[config.mk]
export PLATFORM = sky130hd
export DESIGN_NAME = te_sync_detect
export DESIGN_NICKNAME = d
export VERILOG_FILES = /design/src/rtl/te_sync_pkg.sv /design/src/rtl/te_pin_sync.sv /design/src/rtl/te_pulse_meter.sv /design/src/rtl/te_line_match.sv /design/src/rtl/te_sync_detect.sv
export SDC_FILE = /design/constraint.sdc
export NUM_CORES = 1
export LEC_CHECK = 0
export CAP_MARGIN = 20
export CORE_ASPECT_RATIO = 0.7
export CORE_UTILIZATION = 48
export DETAILED_ROUTE_END_ITERATION = 8
export PLACE_DENSITY = 0.78
export SYNTH_ARGS = -nofsm -noshare
export SYNTH_HDL_FRONTEND = slang
export SYNTH_SLANG_ARGS = --single-unit
[constraint.sdc]
create_clock -name clk -period 2.8 [get_ports clk]
set_input_delay 0.56 -clock clk [delete_from_list [all_inputs] [get_ports clk]]
set_output_delay 0.56 -clock clk [all_outputs]
set_load 0.1 [all_outputs]
[src/rtl/te_sync_pkg.sv]
// Shared definitions for the tearing-effect sync detector.
package te_sync_pkg;

    // Match mode encoding carried on cfg_mode.
    typedef enum logic [1:0] {
        TE_OFF   = 2'b00,
        TE_RSVD  = 2'b01,
        TE_LINE  = 2'b10,
        TE_VSYNC = 2'b11
    } te_mode_e;

    // Log2 of the granule in which the vertical threshold is programmed.
    localparam int unsigned VS_GRAN_SHIFT = 3;

endpackage

[src/rtl/te_pin_sync.sv]
// te_pin_sync: brings the asynchronous panel pin into the clock domain
// through a chain of STAGES flops.
// Assumes: STAGES >= 2; the pin idles low during reset.
module te_pin_sync #(
    parameter int unsigned STAGES = 2
) (
    input  logic clk,
    input  logic rst_n,
    input  logic pin_async,
    output logic pin_sync
);

    logic [STAGES-1:0] chain_q;

    generate
        for (genvar g = 0; g < STAGES; g++) begin : g_stage
            if (g == 0) begin : g_first
                // First stage samples the raw pin.
                always_ff @(posedge clk) begin
                    if (!rst_n) chain_q[0] <= 1'b0;
                    else        chain_q[0] <= pin_async;
                end
            end else begin : g_next
                // Later stages shift the sample along the chain.
                always_ff @(posedge clk) begin
                    if (!rst_n) chain_q[g] <= 1'b0;
                    else        chain_q[g] <= chain_q[g-1];
                end
            end
        end
    endgenerate

    assign pin_sync = chain_q[STAGES-1];

endmodule

[src/rtl/te_pulse_meter.sv]
// te_pulse_meter: measures every run of constant level on the synchronized
// pin and classifies each finished active run as a vertical sync, a
// horizontal sync or a glitch.
// Assumes: the thresholds stay steady while pulses arrive; the first run
// after reset is of unknown length and is never classified.
module te_pulse_meter
    import te_sync_pkg::*;
#(
    parameter int unsigned HS_FW = 3,
    parameter int unsigned VS_FW = 9
) (
    input  logic             clk,
    input  logic             rst_n,
    input  logic             lvl,
    input  logic             hs_inv,
    input  logic             vs_inv,
    input  logic [HS_FW-1:0] hs_width,
    input  logic [VS_FW-1:0] vs_width,
    output logic             hs_evt,
    output logic             vs_evt
);

    localparam int unsigned CNT_W = VS_FW + VS_GRAN_SHIFT + 1;
    localparam logic [CNT_W-1:0] CNT_MAX = '1;

    logic             prev_q;
    logic             run_vld_q;
    logic [CNT_W-1:0] run_cnt_q;
    logic [CNT_W-1:0] hs_thr;
    logic [CNT_W-1:0] vs_thr;
    logic             run_end;
    logic             is_vs;
    logic             is_hs;

    // Thresholds in ticks derived from the programmed fields.
    always_comb begin
        hs_thr = CNT_W'(hs_width) + CNT_W'(1);
        vs_thr = (CNT_W'(vs_width) + CNT_W'(1)) << VS_GRAN_SHIFT;
    end

    // Classify the run that ends in this cycle.
    always_comb begin
        run_end = (lvl != prev_q) && run_vld_q;
        is_vs   = run_end && (prev_q == ~vs_inv) && (run_cnt_q >= vs_thr);
        is_hs   = run_end && !is_vs && (prev_q == ~hs_inv) && (run_cnt_q >= hs_thr);
    end

    // Track the current level and the length of its run, saturating.
    always_ff @(posedge clk) begin
        if (!rst_n) begin
            prev_q    <= 1'b0;
            run_cnt_q <= '0;
            run_vld_q <= 1'b0;
        end else begin
            prev_q <= lvl;
            if (lvl != prev_q) begin
                run_cnt_q <= CNT_W'(1);
                run_vld_q <= 1'b1;
            end else if (run_cnt_q != CNT_MAX) begin
                run_cnt_q <= run_cnt_q + CNT_W'(1);
            end
        end
    end

    // Register the one-cycle event strobes.
    always_ff @(posedge clk) begin
        if (!rst_n) begin
            hs_evt <= 1'b0;
            vs_evt <= 1'b0;
        end else begin
            hs_evt <= is_hs;
            vs_evt <= is_vs;
        end
    end

endmodule

[src/rtl/te_line_match.sv]
// te_line_match: counts lines since the last vertical sync and raises the
// active-low match pulse that the selected mode asks for.
// Assumes: hs_evt and vs_evt are one-cycle strobes that never coincide.
module te_line_match
    import te_sync_pkg::*;
#(
    parameter int unsigned LINE_W = 11
) (
    input  logic              clk,
    input  logic              rst_n,
    input  logic              hs_evt,
    input  logic              vs_evt,
    input  logic              te_en,
    input  logic [1:0]        mode,
    input  logic [LINE_W-1:0] target,
    output logic [LINE_W-1:0] line,
    output logic              match_n
);

    localparam logic [LINE_W-1:0] LINE_MAX = '1;

    logic [LINE_W-1:0] line_nxt;
    logic              hit;
    te_mode_e          mode_e;

    assign mode_e = te_mode_e'(mode);

    // Next line value: clear on vertical, saturating step on horizontal.
    always_comb begin
        line_nxt = line;
        if (vs_evt)                          line_nxt = '0;
        else if (hs_evt && line != LINE_MAX) line_nxt = line + LINE_W'(1);
    end

    // Decide whether this event satisfies the active mode.
    always_comb begin
        hit = 1'b0;
        if (te_en) begin
            unique case (mode_e)
                TE_VSYNC: hit = vs_evt;
                TE_LINE:  hit = (vs_evt || hs_evt) && (line_nxt == target);
                default:  hit = 1'b0;
            endcase
        end
    end

    // Register the line count and the match pulse.
    always_ff @(posedge clk) begin
        if (!rst_n) begin
            line    <= '0;
            match_n <= 1'b1;
        end else begin
            line    <= line_nxt;
            match_n <= ~hit;
        end
    end

endmodule

[src/rtl/te_sync_detect.sv]
// te_sync_detect: top of the tearing-effect sync detector. Synchronizes the
// panel pin, classifies pulses by width and drives the match pulse.
// Assumes: configuration is held steady while the panel sends pulses.
module te_sync_detect #(
    parameter int unsigned SYNC_STAGES = 2,
    parameter int unsigned HS_FW       = 3,
    parameter int unsigned VS_FW       = 9,
    parameter int unsigned LINE_W      = 11
) (
    input  logic              clk,
    input  logic              rst_n,
    input  logic              te_pin,
    input  logic              cfg_te_en,
    input  logic [1:0]        cfg_mode,
    input  logic              cfg_hs_inv,
    input  logic              cfg_vs_inv,
    input  logic [HS_FW-1:0]  cfg_hs_width,
    input  logic [VS_FW-1:0]  cfg_vs_width,
    input  logic [LINE_W-1:0] cfg_line,
    output logic              match_n,
    output logic              hsync_evt,
    output logic              vsync_evt,
    output logic [LINE_W-1:0] cur_line
);

    logic pin_s;

    te_pin_sync #(.STAGES(SYNC_STAGES)) u_sync (
        .clk       (clk),
        .rst_n     (rst_n),
        .pin_async (te_pin),
        .pin_sync  (pin_s)
    );

    te_pulse_meter #(.HS_FW(HS_FW), .VS_FW(VS_FW)) u_meter (
        .clk      (clk),
        .rst_n    (rst_n),
        .lvl      (pin_s),
        .hs_inv   (cfg_hs_inv),
        .vs_inv   (cfg_vs_inv),
        .hs_width (cfg_hs_width),
        .vs_width (cfg_vs_width),
        .hs_evt   (hsync_evt),
        .vs_evt   (vsync_evt)
    );

    te_line_match #(.LINE_W(LINE_W)) u_match (
        .clk     (clk),
        .rst_n   (rst_n),
        .hs_evt  (hsync_evt),
        .vs_evt  (vsync_evt),
        .te_en   (cfg_te_en),
        .mode    (cfg_mode),
        .target  (cfg_line),
        .line    (cur_line),
        .match_n (match_n)
    );

endmodule

==> results <==
- Counting along the longest clock path gives a buffer depth of 2.
- The detail route stage leaves a number of antenna-violating nets equal to 0.
- The portion of total power attributed to the clock network is 0.400.
- The final route contains 2,326 vias.
- The upper clock frequency limit is 377 MHz.
- The critical path class is reg -> reg.
- The number of endpoints with negative hold slack in the final report is 0.
- Once layout is complete, the utilization of the core stands at 0.653.
- The wire-length estimate of the detail-placed layout is 4720 um.
- Leaving out fill and tap cells, the most frequent cell in the layout is sky130_fd_sc_hd__nor2_1.
- The commonest register cell after synthesis is sky130_fd_sc_hd__dfxtp_1.
- The TritonCTS buffer count is 5.
- Cell internal power was estimated by the tool at 0.000751 W.
- TritonCTS built the clock tree.
- Gates resized during post-CTS repair numbered 0.
- The startpoint of the most critical setup path is u_match.line[1].
- For this run, the post-layout net count is 390.
- The share of the clock period used by the worst path is 0.947.
- Buffers added to address setup during post-CTS repair amount to 0.
- The switching power is 0.000247 W.
- Following the worst setup path forward leads to its endpoint at u_match.match_n.
- The element type at the critical path end is a flop.
- Synthesis instantiated 55 different standard cells from the library.
- The post-route minimum period is 2650 ps.
- The startpoint identified for the worst register-to-register timing path is u_match.line[1].
- The post-synthesis cell count is 287.
- After detailed routing, the number of vias per cell comes to 5.87.
- Setup repair after global routing left no endpoint under its margin.
- The endpoint of the worst register-to-register path is u_match.match_n.
- The filler cells instantiated in the layout total 387.
- The die is 60.2 um tall.
- Signal routing reaches up to met4.
- In this run, synthesis produced a sequential element count of 31.
- Measured against its own limit, the worst slew margin works out to 0.604.
- The share of the Yosys chip area taken by registers is 0.267.
- The required arrival time at the worst endpoint is 2960 ps.
- The number of placed instances, taps included is 388.
- In this run the worst path has a maximum fanout of 5.
- Hold is met by 441 ps.
- After synthesis, the cell types taking the most area are sky130_fd_sc_hd__dfxtp_1 (27%), sky130_fd_sc_hd__ha_1 (10%), sky130_fd_sc_hd__nor2_1 (5.2%), sky130_fd_sc_hd__xnor2_1 (4.5%), sky130_fd_sc_hd__xor2_1 (4.1%).
- The combined global-route utilization of all metal layers is 0.252.
- The met2 wire length is 2460 um.
- Clock-pin slew was measured on the worst setup and hold paths at 70 ps.
- The tree built by TritonCTS fans out to 31 sinks.
- The area fraction of the dominant cell type after synthesis is 0.267.
- The setup slack of the most critical reg-to-reg path is 150 ps.
- sky130_fd_sc_hd__dfxtp_1 takes more of the synthesized area than any other cell.
- The x dimension of the die is 85.2 um.
- The wire length per cell after detailed routing is 15.3 um.
- The last weighted congestion value of the routability-driven placer is 0.916.
- The number of nets produced by synthesis is 337.
- The repair_antennas step left the layout with diodes totalling 0.
- The class of the tightest hold or removal check is reg -> reg.
- The number of buffer cells added on primary ports is 44.
- The worst-case reg-to-reg path depth is 8.
- Entering global routing, the biggest net connects 16 pins.
- The wire length the detailed router placed on met1 is 3220 um.
- The total count of max-transition violations in the final report is 0.
- For this configuration, the core starts out at a cell density of 0.516.
- Of the total power, the share spent switching nets is 0.247.
- The count of flip-flops with a built-in enable after synthesis is 0.
- The filler-free cell count of the finished design is 396.
- The share of total power dissipated in sequential elements is 0.455.
- The fraction of power consumed by combinational cells is 0.145.
- The clock reaches the later pin of the worst-skew pair after 280 ps.
- The mean instance size in the synthesized netlist is 8.10 sq um.
- The static leakage is 1.16 nW.
- The area of the core is 4500 sq um.
- Across the run, the number of max-cap violations was 0.
- The number of antenna violations at the first check in global routing is 0.
- The transition at the pin with the smallest max-transition slack is 589 ps.
- The worst-case clock skew is 6.40 ps.
- STA classifies the critical path startpoint as a flop.
- Overall power consumption after layout is estimated at 0.000998 W.
- Relative to the synthesized area, the layout overhead comes to 26.5%.
- The number of H-tree levels is 2.
- The number of hold buffers added after CTS was 0.
- The first detailed-routing pass took 4 iterations.
- The global-route wire length before repair is 9880 um.
- The site row count is 20.
- The post-synthesis instance area is 2330 sq um.
- The number of warning messages in the yosys log is 0.
- In the layout the commonest cells are sky130_fd_sc_hd__nor2_1 (32), sky130_fd_sc_hd__clkdlybuf4s50_1 (30), sky130_fd_sc_hd__buf_4 (27).
- The total overflow left after global routing is 0.
- The share of layout cells above drive strength 1 is 0.135.
- The I/O pin count is 45.
- The maximum VDD drop is 0.256 mV.
- The final wirelength is 6060 um.
- The number of global-route vias before repair is 2,049.
- Setup violations remaining at the end of the flow were counted as 0.
- The flow ran to the end, and the final reports show no timing, DRC or antenna violations.
- The proportion of synthesized flip-flops having asynchronous set or reset is 0.
- The count of routing violations after the opening detailed-route iteration is 184.
- For this run, design rule violations remaining after detail routing come to 0.
- The area of the die is 5130 sq um.
- The total met3 wirelength after detailed routing is 338 um.
- The tree is rooted in a sky130_fd_sc_hd__clkbuf_8.
- The total power density per cell area is 339 nW/um^2.
- The data arrival time at the worst-slack endpoint is 2810 ps.
stage by stage:
step | cell area, sq um | worst slack [ps] | TNS, ps
final | 2940 | 148 | 0
after global routing | 2940 | 12.3 | 0
after CTS | 2940 | 231 | 0
after detailed placement | 2840 | -38.4 | -51.6
after global placement | 2840 | 68.0 | 0
after floorplan | 2330 | 4.74 | 0
layout make-up:
type	instances	area, sq um	area share
clock buffers	7	96.3	0.0327
flip-flops and latches	31	627	0.213
clock inverters	1	7.51	0.00255
multi-input cells	232	1590	0.541
repair buffers	57	503	0.171
inverters	13	48.8	0.0166
well taps	55	68.8	0.0234
worst min path at each step:
stage,slack [ps],cells past startpoint,start,to
floorplan,410,1,u_sync.chain_q[0],u_sync.pin_sync
global placement,420,1,u_sync.chain_q[0],u_sync.pin_sync
detailed placement,420,1,u_sync.chain_q[0],u_sync.pin_sync
CTS,440,1,u_sync.chain_q[0],u_sync.pin_sync
global route,480,1,u_sync.chain_q[0],u_sync.pin_sync
finish,440,1,u_sync.chain_q[0],u_sync.pin_sync
synthesized netlist by cell type (2+ instances only):
| master | count |
|---|---|
| sky130_fd_sc_hd__a211oi_1 | 2 |
| sky130_fd_sc_hd__a21oi_1 | 16 |
| sky130_fd_sc_hd__a311oi_1 | 3 |
| sky130_fd_sc_hd__a31oi_1 | 3 |
| sky130_fd_sc_hd__and2_1 | 6 |
| sky130_fd_sc_hd__and3_1 | 5 |
| sky130_fd_sc_hd__and4_1 | 2 |
| sky130_fd_sc_hd__buf_4 | 2 |
| sky130_fd_sc_hd__buf_6 | 2 |
| sky130_fd_sc_hd__clkbuf_1 | 6 |
| sky130_fd_sc_hd__dfxtp_1 | 31 |
| sky130_fd_sc_hd__ha_1 | 19 |
| sky130_fd_sc_hd__inv_1 | 13 |
| sky130_fd_sc_hd__mux2i_1 | 5 |
| sky130_fd_sc_hd__nand2_1 | 16 |
| sky130_fd_sc_hd__nand2b_1 | 7 |
| sky130_fd_sc_hd__nand3_1 | 17 |
| sky130_fd_sc_hd__nand3b_1 | 2 |
| sky130_fd_sc_hd__nand4_1 | 7 |
| sky130_fd_sc_hd__nor2_1 | 32 |
| sky130_fd_sc_hd__nor2b_1 | 6 |
| sky130_fd_sc_hd__nor3_1 | 9 |
| sky130_fd_sc_hd__nor4_1 | 4 |
| sky130_fd_sc_hd__o2111a_1 | 2 |
| sky130_fd_sc_hd__o21a_1 | 3 |
| sky130_fd_sc_hd__o21ai_0 | 11 |
| sky130_fd_sc_hd__o31a_1 | 3 |
| sky130_fd_sc_hd__or3_1 | 5 |
| sky130_fd_sc_hd__xnor2_1 | 12 |
| sky130_fd_sc_hd__xor2_1 | 11 |
layer usage:
| layer | up-vias | track usage |
|---|---|---|
| li1 | 1152 | - |
| met1 | 1098 | 0.378 |
| met2 | 72 | 0.359 |
| met3 | 4 | 0.0580 |
| met4 | 0 | 0.0581 |
| met5 | - | 0 |
cells by family (layout without fill, tap and decap cells):
kind of cell	after synthesis	after routing	share of synthesized area
buf+inv	24	78	0.0489
flops	31	31	0.267
mux	6	6	0.0264
compound gates	56	56	0.170
xor+xnor	24	24	0.0968
fa+ha+maj	19	19	0.102
simple gates	127	127	0.289
worst max-delay path, stage by stage, from the launching register on:
cell,delay [ps]
sky130_fd_sc_hd__dfxtp_2,370
sky130_fd_sc_hd__ha_1,260
sky130_fd_sc_hd__nand4_1,260
sky130_fd_sc_hd__o31ai_1,570
sky130_fd_sc_hd__nor4_1,150
sky130_fd_sc_hd__xnor2_1,290
sky130_fd_sc_hd__mux2_2,380
sky130_fd_sc_hd__o32ai_1,140
sky130_fd_sc_hd__a21oi_1,110
registers in the layout, summed over array words and instances (netlist names):
| register | flops |
|---|---|
| u_match.line | 11 |
| u_match.match_n | 1 |
| u_meter.hs_evt | 1 |
| u_meter.prev_q | 1 |
| u_meter.run_cnt_q | 13 |
| u_meter.run_vld_q | 1 |
| u_meter.vs_evt | 1 |
| u_sync.chain_q | 1 |
| u_sync.pin_sync | 1 |
power groups by stage:
stage	clock [W]	sequential, W	combinational, W
final	0.000399	0.000454	0.000145
after global routing	0.000426	0.000455	0.000161
after CTS	0.000402	0.000454	0.000145
after global placement	0	0.000463	0.000138
after floorplan	0	0.000462	0.0000653
after detailed placement	0	0.000464	0.000144
Note: power is estimated with default switching activity, not from simulation.
